==> config.mk <==
export PLATFORM = sky130hd
export DESIGN_NAME = uart_rxq_top
export DESIGN_NICKNAME = d
export VERILOG_FILES = /design/src/rtl/uart_rxq_pkg.sv /design/src/rtl/uart_rxq_store.sv /design/src/rtl/uart_rxq_csr.sv /design/src/rtl/uart_rxq_top.sv
export SDC_FILE = /design/constraint.sdc
export NUM_CORES = 1
export LEC_CHECK = 0
export ABC_AREA = 1
export BUFFER_PORTS_ARGS = -buffer_cell sky130_fd_sc_hd__buf_2
export CORE_MARGIN = 8
export CORE_UTILIZATION = 45
export CTS_CLUSTER_SIZE = 14
export DETAILED_ROUTE_END_ITERATION = 6
export PLACE_DENSITY_LB_ADDON = 0.15
export SLEW_MARGIN = 40
export SYNTH_ARGS = -nofsm -noshare
export SYNTH_HDL_FRONTEND = slang
export SYNTH_SLANG_ARGS = --single-unit
==> constraint.sdc <==
create_clock -name clk -period 2.4 [get_ports clk]
set_input_delay 0.24 -clock clk [delete_from_list [all_inputs] [get_ports clk]]
set_output_delay 0.24 -clock clk [all_outputs]
set_load 0.02 [all_outputs]
==> src/rtl/uart_rxq_pkg.sv <==
package uart_rxq_pkg;

  typedef enum logic [2:0] {
    RA_CTRL  = 3'd0,
    RA_MODE  = 3'd1,
    RA_LSTAT = 3'd2,
    RA_ERRST = 3'd3,
    RA_FSTAT = 3'd4,
    RA_DATA  = 3'd5,
    RA_ISRC  = 3'd6
  } rxq_addr_e;

  localparam int CTRL_EN_BIT    = 0;
  localparam int CTRL_FLUSH_BIT = 1;
  localparam int ISRC_ERR_BIT   = 1;
  localparam int ERRST_BRK_BIT  = 3;
  localparam logic [1:0] MODE_DMA = 2'b10;

  // Fill status word: the count field is zeroed when full, the full flag takes its place.
  function automatic logic [31:0] fstat_word(input logic [7:0] cnt,
                                             input logic full,
                                             input logic err);
    return {22'b0, err, full, (full ? 8'h00 : cnt)};
  endfunction

  function automatic logic [31:0] errst_word(input logic brk);
    logic [31:0] w;
    w = '0;
    w[ERRST_BRK_BIT] = brk;
    return w;
  endfunction

  function automatic logic [31:0] isrc_word(input logic err);
    logic [31:0] w;
    w = '0;
    w[ISRC_ERR_BIT] = err;
    return w;
  endfunction

endpackage

==> src/rtl/uart_rxq_store.sv <==
module uart_rxq_store #(
  parameter int DEPTH = 16,
  parameter int DW    = 8,
  localparam int AW   = (DEPTH > 1) ? $clog2(DEPTH) : 1,
  localparam int CW   = $clog2(DEPTH + 1)
) (
  input  logic          clk,
  input  logic          rst_n,
  input  logic          push,
  input  logic          pop,
  input  logic          flush,
  input  logic [DW-1:0] din,
  output logic [DW-1:0] dout,
  output logic [CW-1:0] count,
  output logic          full,
  output logic          empty
);

  logic [DW-1:0] mem [DEPTH];
  logic [AW-1:0] wptr_q, rptr_q;
  logic [CW-1:0] cnt_q;
  logic          push_ok, pop_ok;

  function automatic logic [AW-1:0] ptr_inc(input logic [AW-1:0] p);
    return (p == AW'(DEPTH - 1)) ? '0 : p + 1'b1;
  endfunction

  assign full    = (cnt_q == CW'(DEPTH));
  assign empty   = (cnt_q == '0);
  assign push_ok = push && !full && !flush;
  assign pop_ok  = pop && !empty && !flush;
  assign dout    = mem[rptr_q];
  assign count   = cnt_q;

  always_ff @(posedge clk) begin
    if (push_ok) mem[wptr_q] <= din;
  end

  always_ff @(posedge clk or negedge rst_n) begin
    if (!rst_n) begin
      wptr_q <= '0;
      rptr_q <= '0;
      cnt_q  <= '0;
    end else if (flush) begin
      wptr_q <= '0;
      rptr_q <= '0;
      cnt_q  <= '0;
    end else begin
      if (push_ok) wptr_q <= ptr_inc(wptr_q);
      if (pop_ok)  rptr_q <= ptr_inc(rptr_q);
      case ({push_ok, pop_ok})
        2'b10:   cnt_q <= cnt_q + 1'b1;
        2'b01:   cnt_q <= cnt_q - 1'b1;
        default: cnt_q <= cnt_q;
      endcase
    end
  end

endmodule

==> src/rtl/uart_rxq_csr.sv <==
module uart_rxq_csr
  import uart_rxq_pkg::*;
(
  input  logic        clk,
  input  logic        rst_n,
  input  logic        reg_we,
  input  logic        reg_re,
  input  logic [2:0]  reg_addr,
  input  logic [31:0] reg_wdata,
  output logic [31:0] reg_rdata,
  input  logic        rx_valid,
  input  logic [7:0]  rx_data,
  input  logic        rx_break,
  input  logic [7:0]  q_count8,
  input  logic        q_one_left,
  input  logic        q_full,
  input  logic        q_empty,
  input  logic [7:0]  q_head,
  output logic        q_push,
  output logic        q_pop,
  output logic        q_flush,
  output logic [7:0]  q_din,
  output logic        fifo_en,
  output logic [1:0]  rx_mode,
  output logic        data_ready,
  output logic        err_src,
  output logic        brk_flag,
  output logic        data_rd,
  output logic        errst_rd,
  output logic        overflow_ev,
  output logic        underflow_ev
);

  logic        en_q;
  logic [1:0]  mode_q;
  logic        ready_q, err_q, brk_q, ovf_q;
  logic [7:0]  hold_q;
  logic [31:0] rdata_q, rd_mux;
  logic        wr_ctrl, wr_mode, wr_isrc;
  logic [29:0] unused_wbits;

  assign unused_wbits = reg_wdata[31:2];

  assign wr_ctrl = reg_we && (reg_addr == RA_CTRL);
  assign wr_mode = reg_we && (reg_addr == RA_MODE);
  assign wr_isrc = reg_we && (reg_addr == RA_ISRC);
  assign data_rd = reg_re && (reg_addr == RA_DATA);
  assign errst_rd = reg_re && (reg_addr == RA_ERRST);

  assign q_flush = wr_ctrl && reg_wdata[CTRL_FLUSH_BIT];
  assign q_pop   = data_rd && en_q;
  assign q_push  = (rx_valid && en_q) || rx_break;
  assign q_din   = rx_break ? 8'h00 : rx_data;

  assign overflow_ev  = q_push && q_full;
  assign underflow_ev = q_pop && q_empty;

  always_ff @(posedge clk or negedge rst_n) begin
    if (!rst_n) begin
      en_q   <= 1'b0;
      mode_q <= 2'b00;
    end else begin
      if (wr_ctrl) en_q   <= reg_wdata[CTRL_EN_BIT];
      if (wr_mode) mode_q <= reg_wdata[1:0];
    end
  end

  always_ff @(posedge clk or negedge rst_n) begin
    if (!rst_n) begin
      brk_q <= 1'b0;
      err_q <= 1'b0;
      ovf_q <= 1'b0;
    end else begin
      if (rx_break)      brk_q <= 1'b1;
      else if (errst_rd) brk_q <= 1'b0;
      if (overflow_ev || underflow_ev)         err_q <= 1'b1;
      else if (wr_isrc && reg_wdata[ISRC_ERR_BIT]) err_q <= 1'b0;
      if (q_flush)          ovf_q <= 1'b0;
      else if (overflow_ev) ovf_q <= 1'b1;
    end
  end

  always_ff @(posedge clk or negedge rst_n) begin
    if (!rst_n) begin
      ready_q <= 1'b0;
      hold_q  <= 8'h00;
    end else if (en_q) begin
      if (q_flush)                                 ready_q <= 1'b0;
      else if (q_push && !q_full)                  ready_q <= 1'b1;
      else if (q_pop && !q_empty && q_one_left)    ready_q <= 1'b0;
    end else begin
      if (rx_valid) begin
        hold_q  <= rx_data;
        ready_q <= 1'b1;
      end else if (data_rd) begin
        ready_q <= 1'b0;
      end
    end
  end

  always_comb begin
    rd_mux = '0;
    case (reg_addr)
      RA_CTRL:  rd_mux[CTRL_EN_BIT] = en_q;
      RA_MODE:  rd_mux[1:0] = mode_q;
      RA_LSTAT: rd_mux[0] = ready_q;
      RA_ERRST: rd_mux = errst_word(brk_q);
      RA_FSTAT: rd_mux = fstat_word(q_count8, q_full, ovf_q);
      RA_DATA:  rd_mux[7:0] = en_q ? (q_empty ? 8'h00 : q_head) : hold_q;
      RA_ISRC:  rd_mux = isrc_word(err_q);
      default:  rd_mux = '0;
    endcase
  end

  always_ff @(posedge clk or negedge rst_n) begin
    if (!rst_n)      rdata_q <= '0;
    else if (reg_re) rdata_q <= rd_mux;
  end

  assign reg_rdata  = rdata_q;
  assign fifo_en    = en_q;
  assign rx_mode    = mode_q;
  assign data_ready = ready_q;
  assign err_src    = err_q;
  assign brk_flag   = brk_q;

endmodule

==> src/rtl/uart_rxq_top.sv <==
module uart_rxq_top
  import uart_rxq_pkg::*;
#(
  parameter int DEPTH = 16,
  localparam int CW   = $clog2(DEPTH + 1)
) (
  input  logic        clk,
  input  logic        rst_n,
  input  logic        rx_valid,
  input  logic [7:0]  rx_data,
  input  logic        rx_break,
  input  logic        reg_we,
  input  logic        reg_re,
  input  logic [2:0]  reg_addr,
  input  logic [31:0] reg_wdata,
  output logic [31:0] reg_rdata,
  output logic        dma_busy
);

  logic          q_push, q_pop, q_flush, q_full, q_empty;
  logic [7:0]    q_din, q_head, q_count8;
  logic [CW-1:0] fill_cnt;
  logic          q_one_left;
  logic          fifo_en, data_ready, err_src, brk_flag;
  logic          data_rd, errst_rd, overflow_ev, underflow_ev;
  logic [1:0]    rx_mode;

  assign q_count8   = 8'(fill_cnt);
  assign q_one_left = (fill_cnt == CW'(1));

  uart_rxq_store #(.DEPTH(DEPTH), .DW(8)) u_store (
    .clk   (clk),
    .rst_n (rst_n),
    .push  (q_push),
    .pop   (q_pop),
    .flush (q_flush),
    .din   (q_din),
    .dout  (q_head),
    .count (fill_cnt),
    .full  (q_full),
    .empty (q_empty)
  );

  uart_rxq_csr u_csr (
    .clk          (clk),
    .rst_n        (rst_n),
    .reg_we       (reg_we),
    .reg_re       (reg_re),
    .reg_addr     (reg_addr),
    .reg_wdata    (reg_wdata),
    .reg_rdata    (reg_rdata),
    .rx_valid     (rx_valid),
    .rx_data      (rx_data),
    .rx_break     (rx_break),
    .q_count8     (q_count8),
    .q_one_left   (q_one_left),
    .q_full       (q_full),
    .q_empty      (q_empty),
    .q_head       (q_head),
    .q_push       (q_push),
    .q_pop        (q_pop),
    .q_flush      (q_flush),
    .q_din        (q_din),
    .fifo_en      (fifo_en),
    .rx_mode      (rx_mode),
    .data_ready   (data_ready),
    .err_src      (err_src),
    .brk_flag     (brk_flag),
    .data_rd      (data_rd),
    .errst_rd     (errst_rd),
    .overflow_ev  (overflow_ev),
    .underflow_ev (underflow_ev)
  );

  assign dma_busy = (rx_mode == MODE_DMA) && q_empty;

endmodule

# Word level (Yosys, flattened, before mapping)
# Memory sizes are Yosys's and may differ from the RTL's.
# Index checks and enable logic that the tools add are counted.
# word_totals
reg_bits	60
mem_bits_rw	128
out_inout_bits	33
word_cells	94
mem_count	1
# classes
n_addsub	4
n_eq_ne	14
muxes	30
bitwise	1
reduce_logical	33
# mem_list
name	depth	width	read_ports	rd_ports_with_merged_regs	write_ports	line	text
u_store.mem	16	8	1	0	1	uart_rxq_store.sv:19	logic [DW-1:0] mem [DEPTH];
# ops
cell	n
$mux W4	6
$mux W8	3
$pmux W6 S3	1
$logic_and A1 B1 Y1	17
$mux W1	14
$mux W5	2
$pmux W5 S2	1
$reduce_bool A2 Y1	5
$eq A3 B3 Y1 const B	3
$add A4 B1 Y4 const B	2
$eq A4 B4 Y1 const B	2
$eq A3 B2 Y1 const B	2
$reduce_bool A3 Y1	2
$add A5 B1 Y5 const B	1
$eq A5 B1 Y1 const B	1
$eq A5 B5 Y1 const B	1
$logic_not A5 Y1	1
$pmux W1 S5	1
$sub A5 B1 Y5 const B	1
$eq A2 B2 Y1 const B	2
$ne A4 B4 Y1 const B	1
$pmux W1 S4	1
$reduce_and A2 Y1	2
$eq A3 B1 Y1 const B	1
other kinds (6)	9

# Logic depth before layout (Yosys ltp)
# logic_depth
depth_word	9
ltp_mapped	16
depth_no_buf	16

# Hierarchy
# Synthesis repeated with hierarchy kept, for this count alone.
# hier_totals
cells_unflattened	743
area_unflattened_um2	7626.1
# modules_own_cells
module	instances	cells_each	area_each_um2
uart_rxq_store	1	501	5982.0
uart_rxq_csr	1	233	1610.3
uart_rxq_top	1	9	33.8

# Worst setup path after synthesis
# No wires, ideal clock.
# synth_path
path_kind	register to register
from	reg u_store.cnt_q[0] (netlist: u_store.count[0])
to	reg u_store.cnt_q[4] (netlist: u_store.count[4])
setup_ns	0.077
arrival_time_ns	2.050
required_ns	2.323
slack_ns	0.273
stages_incl_launch_ff	17
synth_period_minus_slack_ns	2.127
path_cell_list	dfrtp_1 -> inv_1 -> ha_1 -> nand2_1 -> nor2_2 -> inv_1 -> nand2_4 -> nor2_8 -> inv_2 -> ha_1 -> inv_1 -> nor2_1 -> nor2_1 -> o21ai_0 -> a21oi_1 -> o21ai_0 -> a21oi_1
# synth_between
elab_chain_len	7
# synth_lines
item	line	text
start: declaration	uart_rxq_store.sv:21	logic [CW-1:0] cnt_q;
start signal: assignment	uart_rxq_store.sv:52	2'b10: cnt_q <= cnt_q + 1'b1;
start signal: assignment	uart_rxq_store.sv:53	2'b01: cnt_q <= cnt_q - 1'b1;
start signal: assignment	uart_rxq_store.sv:54	default: cnt_q <= cnt_q;
$eq A5 B5 Y1 / $logic_not A5 Y1 (equally long branches)	uart_rxq_store.sv:28, uart_rxq_store.sv:29	
$logic_not A1 Y1 (on tied branches)	uart_rxq_store.sv:30, uart_rxq_store.sv:31	
$logic_and A1 B1 Y1 (on tied branches) (2 in series)	uart_rxq_store.sv:30, uart_rxq_store.sv:31	
$eq A2 B1 Y1 / $eq A2 B2 Y1 (equally long branches)	uart_rxq_store.sv:51	case ({push_ok, pop_ok})
$pmux W5 S2	uart_rxq_store.sv:51	
$mux W5	uart_rxq_store.sv:44	end else if (flush) begin
# Several ways; a longest one is shown, not always the timed one.
# A chain may end at the register's enable or synchronous reset.

# Worst setup path after layout
# layout_path
from	reg u_store.cnt_q[1] (netlist: u_store.count[1])
to	reg u_store.cnt_q[4] (netlist: u_store.count[4])
# Same word-level chain as after synthesis.

==> flow_metrics.env <==
export IMPL_status="finished, final reports clean"
export IMPL_cp_num_buf_inv=4
export IMPL_grt_overflow_total=0
export IMPL_wl_met2_um=8570
export IMPL_path_max_fanout=5
export IMPL_vias=5298
export IMPL_power_switching_w=0.00316
export IMPL_grt_pass1_wl_um=28500
export IMPL_slew_viol_final=0
export IMPL_synth_area_um2=7640
export IMPL_clock_latency_ns=0.42
export IMPL_p_leak_nw=3.69
export IMPL_die_y_um=146
export IMPL_tns_ns=0
export IMPL_yosys_top_cells_area="edfxtp_1, dfrtp_1, nand2_1, nand3_1, inv_1"
export IMPL_cts_made_buffers=17
export IMPL_vdd_drop_max_v=0.000553
export IMPL_intPower_w=0.00592
export IMPL_detailed_place_hpwl_um=12100
export IMPL_num_fill_cells=1528
export IMPL_synth_seq_area_share=0.627
export IMPL_final_hold_viol_count=0
export IMPL_synth_edf_count=128
export IMPL_wl_um=17600
export IMPL_finClkSkew_ns=0.0107
export IMPL_synth_top_area_cell="edfxtp_1"
export IMPL_antenna_found_initial=0
export IMPL_num_io_pins=82
export IMPL_seq_area_um2=4800
export IMPL_synth_top_area_frac=0.503
export IMPL_area_growth_pct=12.9
export IMPL_hold_class="input pin to flop"
export IMPL_reg2reg_slack_ns=0.25
export IMPL_whs_ns=0.0605
export IMPL_share_comb_of_total_power=0.297
export IMPL_synth_cell_type_count=37
export IMPL_root_buffer="clkbuf_16"
export IMPL_rsz0062_at_grt="false"
export IMPL_top_layer_used="met4"
export IMPL_drc=0
export IMPL_grt_pass1_vias=5289
export IMPL_layout_nets=855
export IMPL_cts_tree="built"
export IMPL_place_gp_congestion=0.819
export IMPL_dieArea_um2=21400
export IMPL_wl_met3_um=777
export IMPL_port_buffers=29
export IMPL_rows=47
export IMPL_clkSlewWorstSetupHoldPaths_ns=0.07
export IMPL_clock_sinks=166
export IMPL_drt_iter0_drc=452
export IMPL_fmax_mhz=465
export IMPL_cp_arrival_ns=2.50
export IMPL_drive_gt1_frac=0.155
export IMPL_first_pass_iters=5
export IMPL_crit_top_cell="inv_2"
export IMPL_crit_path_end_kind="flop"
export IMPL_crit_cells=16
export IMPL_power_density_nw_per_um2=1050
export IMPL_maxCapViolCount=0
export IMPL_p_clk_frac=0.285
export IMPL_min_period_ns=2.15
export IMPL_design_core_area_um2=16600
export IMPL_cp_start_kind="flop"
export IMPL_crit_chain="inv_2 > ha_1 > nand2_1 > nor2_2 > inv_2 > nand2_4 > nor2_8 > inv_2 > ha_1 > inv_2 > nor2_1 > nor2_1 > o21ai_0 > a21oi_1 > o21ai_0 > a21oi_1"
export IMPL_cpPeakStageDelay_ns=0.40
export IMPL_synthFlopType="edfxtp_1"
export IMPL_setup_viol=0
export IMPL_post_route_period_util=0.896
export IMPL_htree_levels=4
export IMPL_n_antenna_cell=0
export IMPL_seq_power_share=0.418
export IMPL_routedWlPerCell_um=17.1
export IMPL_worstPathRequired_ns=2.75
export IMPL_r2r_start="u_store.count[1]"
export IMPL_worstSetupPathType="flop to flop"
export IMPL_reg2reg_depth=16
export IMPL_initial_core_util=0.461
export IMPL_syn_inst=748
export IMPL_grt_max_degree=67
export IMPL_crit_path_top_delay_cell="dfrtp_1"
export IMPL_ys_warn_count=0
export IMPL_track_usage=0.169
export IMPL_synth_common_cells="nand2_1, edfxtp_1, nand3_1"
export IMPL_crit_family="simple AND/OR/NAND/NOR gates"
export IMPL_ant_nets=0
export IMPL_swShare=0.348
export IMPL_cts_max_path_buffers=2
export IMPL_multi_input_area_um2=2290
export IMPL_relSlewSlack=0.500
export IMPL_rr_endpoint="u_store.count[4]"
export IMPL_post_cts_buffers=0
export IMPL_m1WireLength_um=8040
export IMPL_ys_ff_latch=166
export IMPL_startpoint="u_store.count[1]"
export IMPL_dieWidth_um=146
export IMPL_crit_path_end="u_store.count[4]"
export IMPL_postSynthAreaPerCell_um2=10.2
export IMPL_worst_slew_pin_slew_ns=0.749
export IMPL_post_synth_top_count_cell="nand2_1"
export IMPL_viasPerCell=5.15
export IMPL_ys_async_sr_fraction=0.229
==> kinds of logic after synthesis <==
kind of cell,count (synthesis),share of synthesized area
fa+ha+maj,10,0.0164
mux,2,0.00295
simple gates,355,0.202
compound gates,83,0.0625
xor+xnor,2,0.00229
other cells,1,0.000491
buf+inv,129,0.0863
flops,166,0.627
==> sequential cells by signal (all words and copies together), names as in the netlist <==
| signal | cells |
|---|---|
| u_store.mem | 128 |
| u_csr.reg_rdata | 10 |
| u_csr.hold_q | 8 |
| u_store.count | 5 |
| u_store.rptr_q | 4 |
| u_store.wptr_q | 4 |
| u_csr.rx_mode | 2 |
| u_csr.brk_flag | 1 |
| u_csr.data_ready | 1 |
| u_csr.err_src | 1 |
| u_csr.fifo_en | 1 |
| u_csr.ovf_q | 1 |
==> power by group through the flow <==
| stage | Clock, W | Combinational, W | Sequential [W] |
|---|---|---|---|
| after floorplan | 0 | 0.00195 | 0.00380 |
| after global placement | 0 | 0.00266 | 0.00383 |
| after detailed placement | 0 | 0.00271 | 0.00385 |
| after CTS | 0.00262 | 0.00272 | 0.00380 |
| after global routing | 0.00275 | 0.00304 | 0.00385 |
| final | 0.00259 | 0.00269 | 0.00380 |
==> worst register-to-register path, delay by kind of cell (launching register included) <==
family                     cells  cell delay [ns]
DFF                            1             0.40
AOI/OAI and AO/OA              4             0.45
buffers and inverters          4             0.32
adders and majority gates      2             0.43
and+or+nand+nor                6             0.49
==> what timing repair did <==
action,in CTS,in global routing
hold endpoints to repair,38,0
hold buffers,1,0
setup endpoints to repair,0,3
resized for setup,0,5
==> through the flow <==
step                cell area [µm²]  std cells  power (W)  setup slack, ns   util
finish                         8630       1029    0.00908            0.249  0.520
floorplan                      7720        769    0.00575            0.273      -
detailed placement             8040        996    0.00656            0.131  0.485
global route                   8630       1029    0.00965           0.0325  0.520
global placement               8020        996    0.00649            0.151  0.484
CTS                            8620       1029    0.00913            0.113  0.520
==> area by class of cell <==
| type | count | area share |
|---|---|---|
| Inverter | 78 | 0.0339 |
| Clock buffer | 22 | 0.0587 |
| Timing Repair Buffer | 59 | 0.0464 |
| Multi-Input combinational cell | 474 | 0.266 |
| Tap cell | 220 | 0.0319 |
| Sequential cell | 166 | 0.556 |
| Clock inverter | 10 | 0.00740 |
==> cell usage in the layout, fill, tap and decap left out, types with 2 or more instances in the layout <==
cell type     n
nor3_1        8
dfrtp_2       2
nor2_2       10
o21ai_1       5
nand3_1      83
inv_2        10
a221oi_1      2
mux2_2        2
inv_1        66
conb_1       22
clkinv_2      3
buf_12        2
a21oi_1      11
clkinv_1      2
o22ai_1       4
o31ai_1       2
nand4_1       2
nand2_2       5
edfxtp_1    128
nand2_1     184
clkinvlp_4    2
ha_1         10
nor2_8        2
a32oi_1       2
dfrtp_1      36
o221ai_1      8
inv_4         4
buf_4        28
clkbuf_8      2
nand2_4       3
clkbuf_16    19
nor2_1       55
buf_2        28
xnor2_1       2
o21ai_0      46
==> how the worst min path moves through the flow <==
stage | from | end | slack, ns | cells past startpoint
4_1_cts | reg_wdata[0] | u_csr.fifo_en | 0.05 | 3
3_3_place_gp | rst_n | u_csr.reg_rdata[2] | 0.39 | 1
5_1_grt | reg_wdata[0] | u_csr.rx_mode[0] | 0.09 | 2
3_5_place_dp | rst_n | u_csr.reg_rdata[2] | 0.25 | 1
2_1_floorplan | rst_n | u_csr.brk_flag | -0.06 | 0
6_report | reg_wdata[0] | u_csr.fifo_en | 0.06 | 3
==> routing by layer <==
| metal | up-vias | track usage |
|---|---|---|
| met3 | 14 | 0.0337 |
| met4 | 0 | 0.0520 |
| met2 | 115 | 0.277 |
| li1 | 2571 | - |
| met5 | - | 0 |
| met1 | 2598 | 0.223 |
Note: power is estimated with default switching activity, not from simulation.
